[config.mk]
export PLATFORM = sky130hd
export DESIGN_NAME = nand_ecc_seq
export DESIGN_NICKNAME = d
export VERILOG_FILES = /design/src/rtl/nand_ecc_pkg.sv /design/src/rtl/nand_ecc_regs.sv /design/src/rtl/nand_ecc_lock.sv /design/src/rtl/nand_ecc_xfer.sv /design/src/rtl/nand_ecc_seq.sv
export SDC_FILE = /design/constraint.sdc
export NUM_CORES = 1
export LEC_CHECK = 0
export CORE_MARGIN = 1.5
export CORE_UTILIZATION = 37
export DETAILED_ROUTE_END_ITERATION = 6
export HOLD_SLACK_MARGIN = 0.08
export PLACE_DENSITY = 0.82
export RECOVER_POWER = 50
export SLEW_MARGIN = 20
export SYNTH_ARGS = -nofsm -noshare
export SYNTH_HDL_FRONTEND = slang
export SYNTH_SLANG_ARGS = --single-unit
[constraint.sdc]
create_clock -name clk -period 1.8 [get_ports clk]
set_clock_uncertainty 0.05 [all_clocks]
set_input_delay 0.36 -clock clk [delete_from_list [all_inputs] [get_ports clk]]
set_output_delay 0.36 -clock clk [all_outputs]
set_load 0.02 [all_outputs]
[src/rtl/nand_ecc_pkg.sv]
package nand_ecc_pkg;

   localparam logic [1:0] ADR_CTRL = 2'd0;
   localparam logic [1:0] ADR_MODE = 2'd1;
   localparam logic [1:0] ADR_DATA = 2'd2;
   localparam logic [1:0] ADR_STAT = 2'd3;

   // control register, bit 7 down to bit 0
   typedef struct packed {
      logic       spare;
      logic       wr_allow;
      logic       ale;
      logic       cle;
      logic [1:0] ce;
      logic       rst;
      logic       en;
   } ctrl_t;

   // stored mode bits (start bit is a pulse, not stored)
   typedef struct packed {
      logic burst;
      logic decode;
      logic rs;
   } mode_t;

endpackage

[src/rtl/nand_ecc_regs.sv]
module nand_ecc_regs
   import nand_ecc_pkg::*;
#(
   parameter int DW = 8
) (
   input  logic          clk,
   input  logic          rst_n,
   input  logic          bus_wr,
   input  logic [1:0]    bus_addr,
   input  logic [DW-1:0] bus_wdata,
   input  logic          busy,
   input  logic          acc_refused,
   input  logic          eng_done,
   output ctrl_t         ctrl,
   output mode_t         mode,
   output logic          clr_q,
   output logic          go_q,
   output logic          viol,
   output logic          done
);

   logic [7:0] wd;
   logic       wr_ctrl, wr_mode, wr_stat;
   logic       go_req, go_ok, go_refused;
   logic       spare_next;

   assign wd      = bus_wdata[7:0];
   assign wr_ctrl = bus_wr && (bus_addr == ADR_CTRL);
   assign wr_mode = bus_wr && (bus_addr == ADR_MODE);
   assign wr_stat = bus_wr && (bus_addr == ADR_STAT);

   assign go_req     = wr_mode && wd[2] && wd[0] && mode.rs;
   assign go_ok      = go_req && !busy;
   assign go_refused = go_req && busy;

   // a spare-select change is refused while a burst is open
   always_comb begin
      if (mode.burst && (wd[7] != ctrl.spare)) spare_next = ctrl.spare;
      else                                     spare_next = mode.rs & wd[7];
   end

   always_ff @(posedge clk or negedge rst_n) begin
      if (!rst_n) begin
         ctrl  <= '0;
         mode  <= '0;
         clr_q <= 1'b0;
         go_q  <= 1'b0;
         viol  <= 1'b0;
         done  <= 1'b0;
      end else begin
         clr_q <= wr_ctrl && wd[1] && ctrl.en;
         go_q  <= go_ok;
         if (wr_ctrl) begin
            ctrl.en       <= wd[0];
            ctrl.rst      <= 1'b0;
            ctrl.ce       <= wd[3:2];
            ctrl.cle      <= wd[4];
            ctrl.ale      <= wd[5];
            ctrl.wr_allow <= wd[6];
            ctrl.spare    <= spare_next;
         end
         if (wr_mode) begin
            mode.rs     <= wd[0];
            mode.decode <= wd[0] & wd[1];
            mode.burst  <= wd[3];
            if (!wd[0]) ctrl.spare <= 1'b0;
         end
         if (acc_refused || go_refused) viol <= 1'b1;
         else if (wr_stat && wd[1])     viol <= 1'b0;
         if (eng_done)   done <= 1'b1;
         else if (go_ok) done <= 1'b0;
      end
   end

endmodule

[src/rtl/nand_ecc_lock.sv]
module nand_ecc_lock #(
   parameter int LOCK_CYC  = 20,
   parameter int CHK_BYTES = 4
) (
   input  logic clk,
   input  logic rst_n,
   input  logic chk_rd,
   input  logic spare,
   input  logic sync_clr,
   output logic busy
);

   localparam int LW = $clog2(LOCK_CYC + 1);

   logic [LW-1:0] lock_cnt;
   logic          last_byte;

   if (LOCK_CYC < 1)  begin : g_bad_lock  $error("LOCK_CYC must be at least 1");  end
   if (CHK_BYTES < 1) begin : g_bad_chk   $error("CHK_BYTES must be at least 1"); end

   if (CHK_BYTES == 1) begin : g_single
      assign last_byte = chk_rd;
   end else begin : g_count
      localparam int CW = $clog2(CHK_BYTES);
      localparam logic [CW-1:0] LAST = CW'(CHK_BYTES - 1);
      logic [CW-1:0] n_q, base;
      logic          spare_d;

      assign base      = (sync_clr || (spare != spare_d)) ? '0 : n_q;
      assign last_byte = chk_rd && (base == LAST);

      always_ff @(posedge clk or negedge rst_n) begin
         if (!rst_n) begin
            n_q     <= '0;
            spare_d <= 1'b0;
         end else begin
            spare_d <= spare;
            if (chk_rd) n_q <= (base == LAST) ? '0 : base + 1'b1;
            else        n_q <= base;
         end
      end
   end

   always_ff @(posedge clk or negedge rst_n) begin
      if (!rst_n)              lock_cnt <= '0;
      else if (last_byte)      lock_cnt <= LW'(LOCK_CYC);
      else if (lock_cnt != '0) lock_cnt <= lock_cnt - 1'b1;
   end

   assign busy = (lock_cnt != '0);

endmodule

[src/rtl/nand_ecc_xfer.sv]
module nand_ecc_xfer
   import nand_ecc_pkg::*;
#(
   parameter int DW = 8
) (
   input  logic          bus_wr,
   input  logic          bus_rd,
   input  logic [1:0]    bus_addr,
   input  logic [DW-1:0] bus_wdata,
   input  logic [7:0]    flash_din,
   input  ctrl_t         ctrl,
   input  mode_t         mode,
   input  logic          busy,
   output logic          flash_we,
   output logic          flash_re,
   output logic [7:0]    flash_dout,
   output logic          eng_valid,
   output logic [7:0]    eng_byte,
   output logic          eng_is_chk,
   output logic          acc_refused,
   output logic          chk_rd
);

   logic data_rd, data_wr;

   assign data_rd     = bus_rd && (bus_addr == ADR_DATA);
   assign data_wr     = bus_wr && (bus_addr == ADR_DATA);
   assign flash_re    = data_rd && !busy;
   assign flash_we    = data_wr && ctrl.wr_allow && !busy;
   assign flash_dout  = bus_wdata[7:0];
   assign acc_refused = busy && (data_rd || data_wr);
   assign eng_valid   = ctrl.en && (flash_re || flash_we);
   assign eng_byte    = flash_re ? flash_din : bus_wdata[7:0];
   assign eng_is_chk  = ctrl.spare;
   assign chk_rd      = flash_re && mode.rs && mode.decode && ctrl.spare;

endmodule

[src/rtl/nand_ecc_seq.sv]
module nand_ecc_seq
   import nand_ecc_pkg::*;
#(
   parameter int DW        = 8,
   parameter int LOCK_CYC  = 20,
   parameter int CHK_BYTES = 4
) (
   input  logic          clk,
   input  logic          rst_n,
   input  logic          bus_wr,
   input  logic          bus_rd,
   input  logic [1:0]    bus_addr,
   input  logic [DW-1:0] bus_wdata,
   output logic [DW-1:0] bus_rdata,
   output logic [1:0]    flash_ce,
   output logic          flash_cle,
   output logic          flash_ale,
   output logic          flash_we,
   output logic          flash_re,
   output logic [7:0]    flash_dout,
   input  logic [7:0]    flash_din,
   output logic          eng_en,
   output logic          eng_clr,
   output logic          eng_valid,
   output logic [7:0]    eng_byte,
   output logic          eng_is_chk,
   output logic          eng_decode,
   output logic          eng_go,
   input  logic          eng_done,
   output logic          busy
);

   if (DW < 8) begin : g_bad_dw $error("DW must be at least 8"); end

   ctrl_t ctrl;
   mode_t mode;
   logic  viol, done, acc_refused, chk_rd;
   logic  rs_q, wr_allow_q;
   logic [7:0] rd_byte;

   nand_ecc_regs #(.DW(DW)) u_regs (
      .clk(clk), .rst_n(rst_n), .bus_wr(bus_wr), .bus_addr(bus_addr),
      .bus_wdata(bus_wdata), .busy(busy), .acc_refused(acc_refused),
      .eng_done(eng_done), .ctrl(ctrl), .mode(mode), .clr_q(eng_clr),
      .go_q(eng_go), .viol(viol), .done(done)
   );

   nand_ecc_xfer #(.DW(DW)) u_xfer (
      .bus_wr(bus_wr), .bus_rd(bus_rd), .bus_addr(bus_addr),
      .bus_wdata(bus_wdata), .flash_din(flash_din), .ctrl(ctrl), .mode(mode),
      .busy(busy), .flash_we(flash_we), .flash_re(flash_re),
      .flash_dout(flash_dout), .eng_valid(eng_valid), .eng_byte(eng_byte),
      .eng_is_chk(eng_is_chk), .acc_refused(acc_refused), .chk_rd(chk_rd)
   );

   nand_ecc_lock #(.LOCK_CYC(LOCK_CYC), .CHK_BYTES(CHK_BYTES)) u_lock (
      .clk(clk), .rst_n(rst_n), .chk_rd(chk_rd), .spare(ctrl.spare),
      .sync_clr(eng_clr), .busy(busy)
   );

   assign flash_ce   = ctrl.ce;
   assign flash_cle  = ctrl.cle;
   assign flash_ale  = ctrl.ale;
   assign eng_en     = ctrl.en;
   assign eng_decode = mode.decode;
   assign rs_q       = mode.rs;
   assign wr_allow_q = ctrl.wr_allow;

   always_comb begin
      unique case (bus_addr)
         ADR_CTRL: rd_byte = ctrl;
         ADR_MODE: rd_byte = {4'b0, mode.burst, 1'b0, mode.decode, mode.rs};
         ADR_DATA: rd_byte = flash_din;
         default:  rd_byte = {5'b0, done, viol, busy};
      endcase
   end

   assign bus_rdata = DW'(rd_byte);

endmodule

==> out/results.tsv, run 1 <==
metric	value	unit
status	finished with violations	
violated checks	setup timing	
f_max	0.407	GHz
Startpoint Class	register	
RSZ-0062 raised after global routing	true	
cell-internal power	899	µW
initial antenna violation count	0	
gpl congestion	0.847	
FFs w/ async S/R, synth	100	%
delay-heaviest family, CP	multiplexers	
count leader, synth	dfrtp_1	
P_sw	475	µW
Worst Path Buf+Inv	4	
Leak	0.00113	µW
M2 GR Usage	40.6	%
number of max-cap violations	0	
CP cell instances	inv_2 > ha_4 > nor4b_4 > buf_4 > inv_2 > mux4_2 > buf_6	
clock latency on the worst-skew pair	0.33	ns
area leader, netlist	dfrtp_1	
clock share of power	17.5	%
post-synthesis sequential area ratio	41.3	%
Final Non-Filler Cells	266	
share of cells above drive strength 1	44.5	%
Clock transition at path regs	0.13	ns
Crit Path Class	register to output pin	
final critical-path share of the clock period	137	%
CTS Buffer Depth	2	
grt met1 use	24.3	%
VDD IR max	0.427	mV
DP HPWL	2980	µm
final hold slack	0.464	ns
final worst path period need	2.46	ns
Power Density	606	nW/µm²
EDFF count, synth	0	
Avg WL per Cell	15.5	µm
H-tree depth	1	
TritonCTS Buffers	3	
Crit-path slowest cell	mux4_2	
largest cells by area after synthesis	dfrtp_1, mux2_2, buf_4, mux2i_1, nand2_1	
met3 Usage GRT	3.78	%
Syn Inst Count	126	
critical path fanouts, max	3	
Post-Route WL	4120	µm
placed cells	250	
CTS root buffer	clkbuf_4	
Final Hold Vio Count	0	
WP data required	1.39	ns
first-pass GRT wire length	6750	µm
Final nets	247	
yosys warns	0	
commonest cells in the netlist	dfrtp_1, mux2_2, buf_4, nand2_1, nor2_1	
Die H	63.0	µm
sw frac	34.6	%
GRT Total Usage	21.9	%
normalized max-slew margin	17.2	%
Yosys top cell area share	41.3	%
Avg Vias per Cell	4.95	
area of the multi-input gates	734	µm²
Worst-Margin Slew	1.24	ns
CTS tree	done	
HP Class	input port to register	
area of the mapped netlist	1330	µm²
largest net degree at the start of global routing	23	
number of nets with antenna violations after routing	0	
core area	3390	µm²
vias in the first global route	1430	
Top Usage Layer GRT	met2	
DRC	0	
Syn Nets	151	
total grt overflow	0	
Synth Flop Type	dfrtp_1	
I/O pins	60	
CTS sink cnt	22	
area growth from synthesis to layout	70.3	%
Iteration-0 DRC Markers	48	
pre-CTS setup slack	-0.798	ns
Seq pwr share	43.6	%
Seq cells post-synth	22	
die span in x	63.0	µm
sequential cell area	551	µm²
# diodes	0	
full die area	3970	µm²
setup slack after layout	-0.659	ns
via count	1318	
fill count	268	
worst path arrival time	2.05	ns
Initial DRT Pass Iterations	4	
crit path capture type	output pin	
Comb power frac	38.9	%
row cnt	21	
Initial Util	39.3	%
Critical Path Max Stage Delay	0.49	ns
synthesized area per cell	10.6	µm²
Critical Path Most Common Cell	inv_2	
final setup vio count	20	
I/O Buffers	59	
Distinct cells, synth	36	
Power, Total	1370	µW
final slew viol count	0	
## stage by stage
stage	cell area (µm²)	utilization, %	setup TNS (ns)
CTS	2220	65.4	-6.73
floorplan	1350	-	-2.96
detailed placement	2170	64.0	-18.31
finish	2270	67.0	-7.59
global route	2270	67.0	-9.48
global placement	2170	64.0	-17.22
## what timing repair did
action                                 CTS  global route
hold buffers                             0             0
setup buffers                            7             6
endpoints found under the hold margin    0             0
gates resized for setup                109            21
pin swaps                                3             1
cloned                                   0             1
setup endpoints to repair               35            26
## layer usage
layer  wire (µm)  up-vias  part of all wire, %
met1        1620      639                   39
met2        2220       48                   54
met5           0        -                    0
met4          81        0                  2.0
met3         192        6                  4.7
li1            -      625                    -
## final cells by class
class	instances	area share, %
Timing Repair Buffer	104	38.7
Multi-Input combinational cell	84	32.4
Clock buffer	3	0.992
Sequential cell	22	24.3
Inverter	7	1.16
Tap cell	46	2.54
## flip-flops by register name, summed over array words and instances (netlist names)
register	flops
u_regs.clr_q	1
u_lock.lock_cnt	5
u_regs.mode	3
u_regs.viol	1
u_regs.done	1
u_lock.g_count.spare_d	1
u_lock.g_count.n_q	2
u_regs.ctrl	7
u_regs.go_q	1
## cell families after synthesis
group / count (synthesis) / share of synthesized area (%)
compound gates: 15 / 7.51
simple gates: 38 / 16.6
fa+ha+maj: 2 / 1.88
buf+inv: 20 / 8.45
flops: 22 / 41.3
xor+xnor: 3 / 1.97
mux: 26 / 22.3
## worst register-to-register path, cell delays in order, from the launching register on
cell and delay (ns):
dfrtp_1 0.41, inv_2 0.09, ha_4 0.14, nor4b_4 0.24, buf_4 0.19, buf_6 0.10, and3_4 0.18, mux2_4 0.29
## power by group through the flow
stage | registers, µW | clock network [µW] | logic, µW
after floorplan | 629 | 0 | 247
after global placement | 604 | 0 | 553
after detailed placement | 608 | 0 | 567
after CTS | 599 | 243 | 537
after global routing | 606 | 273 | 569
final | 599 | 241 | 535
## final timing paths
check,start,cells after the start,slack (ns),end
max in group asynchronous,rst_n,2,0.28,u_regs.ctrl[2]
setup / recovery,u_lock.lock_cnt[0],7,-0.66,bus_rdata[0]
hold / removal,bus_addr[1],4,0.46,u_regs.viol
hold reg to reg,u_regs.viol,1,0.49,u_regs.viol
min in group asynchronous,rst_n,2,0.69,u_lock.lock_cnt[2]
setup reg to reg,u_lock.lock_cnt[0],7,0,u_lock.g_count.n_q[1]
## layout by cell type, fill, tap and decap left out, types with 2 or more instances in the layout
master            n
nand3_1           2
a21oi_1           2
clkbuf_2          2
nor3b_1           3
mux2_4            2
clkdlybuf4s50_1  23
xor2_1            2
nand2_1           9
and3_1            2
buf_2             7
mux2i_1           6
buf_6            13
dlygate4sd2_1    13
mux2_2           17
dfrtp_1          22
inv_2             4
clkbuf_4          5
clkbuf_1          7
o21ai_0           5
inv_1             3
nor2_1            8
buf_4            33
No activity file was read; power rests on OpenSTA's default activity.
==> run 2: changes to the inputs <==
--- a/config.mk
+++ b/config.mk
@@ -5,6 +5,7 @@
 export SDC_FILE = /design/constraint.sdc
 export NUM_CORES = 1
 export LEC_CHECK = 0
+export ABC_AREA = 1
 export CORE_MARGIN = 1.5
 export CORE_UTILIZATION = 37
 export DETAILED_ROUTE_END_ITERATION = 6
==> run 2 against run 1 <==
The run still ends with setup timing left. First-iteration DRC count up 60%. Sequential power up 11%. Hold slack worse by 0.048 ns. Critical endpoint is now eng_byte[3]. Largest cell class unchanged. Highest routed layer unchanged.
==> out/results.tsv, run 2 <==
metric	value	unit
share of cells above drive strength 1	31.8	%
# diodes	0	
CTS sink cnt	22	
HP Class	register to register	
pre-CTS setup slack	-0.826	ns
first-pass GRT wire length	6780	µm
Worst-Margin Slew	0.567	ns
die span in x	63.1	µm
final setup vio count	13	
final hold slack	0.415	ns
max reg flops	7	
VDD IR max	0.687	mV
final slew viol count	0	
Critical Path Sink	eng_byte[3]	
synthesized area per cell	7.03	µm²
most common cell after layout, fill and taps aside	nand2_1	
initial antenna violation count	0	
number of max-cap violations	0	
Worst Path Buf+Inv	3	
largest net degree at the start of global routing	23	
area leader, netlist	dfrtp_1	
H-tree depth	1	
f_max	0.484	GHz
R2R Path Start	u_lock.lock_cnt[0]	
Register-to-Register Path Depth	11	
Startpoint Class	register	
Clock transition at path regs	0.12	ns
vias in the first global route	1485	
status	finished with violations	
Yosys top cell area share	41.2	%
Initial DRT Pass Iterations	4	
commonest cells in the netlist	nand2_1, inv_1, dfrtp_1, buf_4, o21ai_1	
placed cells	318	
# hold bufs at CTS	0	
Distinct cells, synth	22	
R2R setup slack	0.07	ns
Syn Nets	215	
worst path arrival time	1.66	ns
Leak	0.00122	µW
Final Hold Vio Count	0	
total grt overflow	0	
Syn Inst Count	190	
CP cell instances	inv_2 > ha_4 > nand3_4 > nor2_4 > buf_6 > nand2_2 > o21ai_1 > buf_4	
FFs w/ async S/R, synth	100	%
Crit Path Class	register to output pin	
gpl congestion	0.908	
GRT Total Usage	21.2	%
CTS Buffer Depth	2	
final worst path period need	2.07	ns
setup slack after layout	-0.266	ns
largest register by flop count	u_regs.ctrl	
count leader, synth	nand2_1	
core area	3390	µm²
number of nets with antenna violations after routing	0	
TritonCTS Buffers	3	
row cnt	21	
DP HPWL	3030	µm
Post-Route WL	4060	µm
yosys warns	0	
violated checks	setup timing	
CTS root buffer	clkbuf_4	
Iteration-0 DRC Markers	77	
Avg Vias per Cell	4.73	
CTS tree	done	
Synth Flop Type	dfrtp_1	
DRC	0	
most frequent cells in the layout	nand2_1, buf_4, clkdlybuf4s50_1	
I/O Buffers	59	
via count	1555	
Seq cells post-synth	22	
reg2reg end	u_regs.done	
Initial Util	39.4	%
post-synthesis sequential area ratio	41.2	%
Crit-path slowest cell	dfrtp_1	
I/O pins	60	
area growth from synthesis to layout	73.0	%
RSZ-0062 raised after global routing	true	
area of the mapped netlist	1340	µm²
Crit path depth	8	
EDFF count, synth	0	
Largest regs	u_regs.ctrl: 7 flops, u_lock.lock_cnt: 5 flops, u_regs.mode: 3 flops	
critical path fanouts, max	6	
beginning of the critical path	u_lock.lock_cnt[0]	
Critical Path Max Stage Delay	0.42	ns
crit path capture type	output pin	
largest cells by area after synthesis	dfrtp_1, nand2_1, inv_1, buf_4, o21ai_1	
full die area	3980	µm²
WP data required	1.39	ns
normalized max-slew margin	62.2	%
Final nets	310	
final critical-path share of the clock period	115	%
Power Density	1320	nW/µm²
delay-heaviest family, CP	flip-flops	
clock latency on the worst-skew pair	0.30	ns
Final Non-Filler Cells	329	
Die H	63.1	µm
Avg WL per Cell	12.3	µm
==> run 2: stage by stage <==
step / cell area [µm²] / setup TNS (ns) / util, % / power (µW)
2_1_floorplan: 1340 / 0 / - / 1560
3_3_place_gp: 2160 / -15.67 / 63.9 / 2200
3_5_place_dp: 2160 / -16.51 / 63.9 / 2230
4_1_cts: 2260 / -2.20 / 66.6 / 2770
5_1_grt: 2310 / -3.53 / 68.2 / 3250
6_report: 2310 / -2.54 / 68.2 / 3060
==> run 2: kinds of logic after synthesis <==
group | after synthesis | share of synthesized area, %
buffers and inverters | 45 | 16.3
flip-flops | 22 | 41.2
adder cells (fa/ha/maj) | 2 | 1.87
AO/OA/AOI/OAI | 30 | 12.4
AND/OR/NAND/NOR | 91 | 28.3
==> run 2: routing by layer <==
metal | vias to the layer above | routed length (µm) | GRT usage, %
met5 | - | 0 | 0
met4 | 0 | 8 | 2.50
met3 | 2 | 255 | 3.57
met2 | 69 | 2090 | 38.8
met1 | 712 | 1700 | 26.9
li1 | 772 | - | -
==> run 2: layout make-up <==
cell class	instances	area (µm²)
Clock buffer	3	22.5
Tap cell	46	57.6
Sequential cell	22	551
Fill cell	275	1080
Timing Repair Buffer	105	917
Inverter	30	113
Multi-Input combinational cell	123	652
==> run 2: how the worst min path moves through the flow <==
stage	startpoint	end	slack, ns	cells after the start
after floorplan	rst_n	u_lock.g_count.n_q[0]	0.01	0
after global placement	u_regs.ctrl[7]	u_lock.g_count.spare_d	0.37	0
after detailed placement	u_regs.ctrl[7]	u_lock.g_count.spare_d	0.38	0
after CTS	rst_n	u_lock.g_count.n_q[0]	0.36	2
after global routing	u_regs.ctrl[7]	u_lock.g_count.spare_d	0.44	0
final	u_regs.ctrl[7]	u_lock.g_count.spare_d	0.42	0
==> run 2: worst reg2reg max path, stage by stage (launching register included) <==
cell and delay, ns:
dfrtp_1 0.42, inv_2 0.09, ha_4 0.15, nand3_4 0.10, buf_6 0.16, buf_6 0.11, buf_4 0.13, buf_4 0.13
inv_1 0.09, nand2_1 0.09, nand2_1 0.07, nand2_1 0.05
==> run 2: timing repair <==
item / CTS / global route
cloned: 0 / 0
pin swaps: 3 / 2
buffers inserted: 4 / 4
gates resized for setup: 137 / 14
setup endpoints to repair: 28 / 20
==> run 2: power by group <==
part,internal (µW),switching [µW]
Combinational,1080,1090
Sequential,602,65.3
Clock,78.1,149
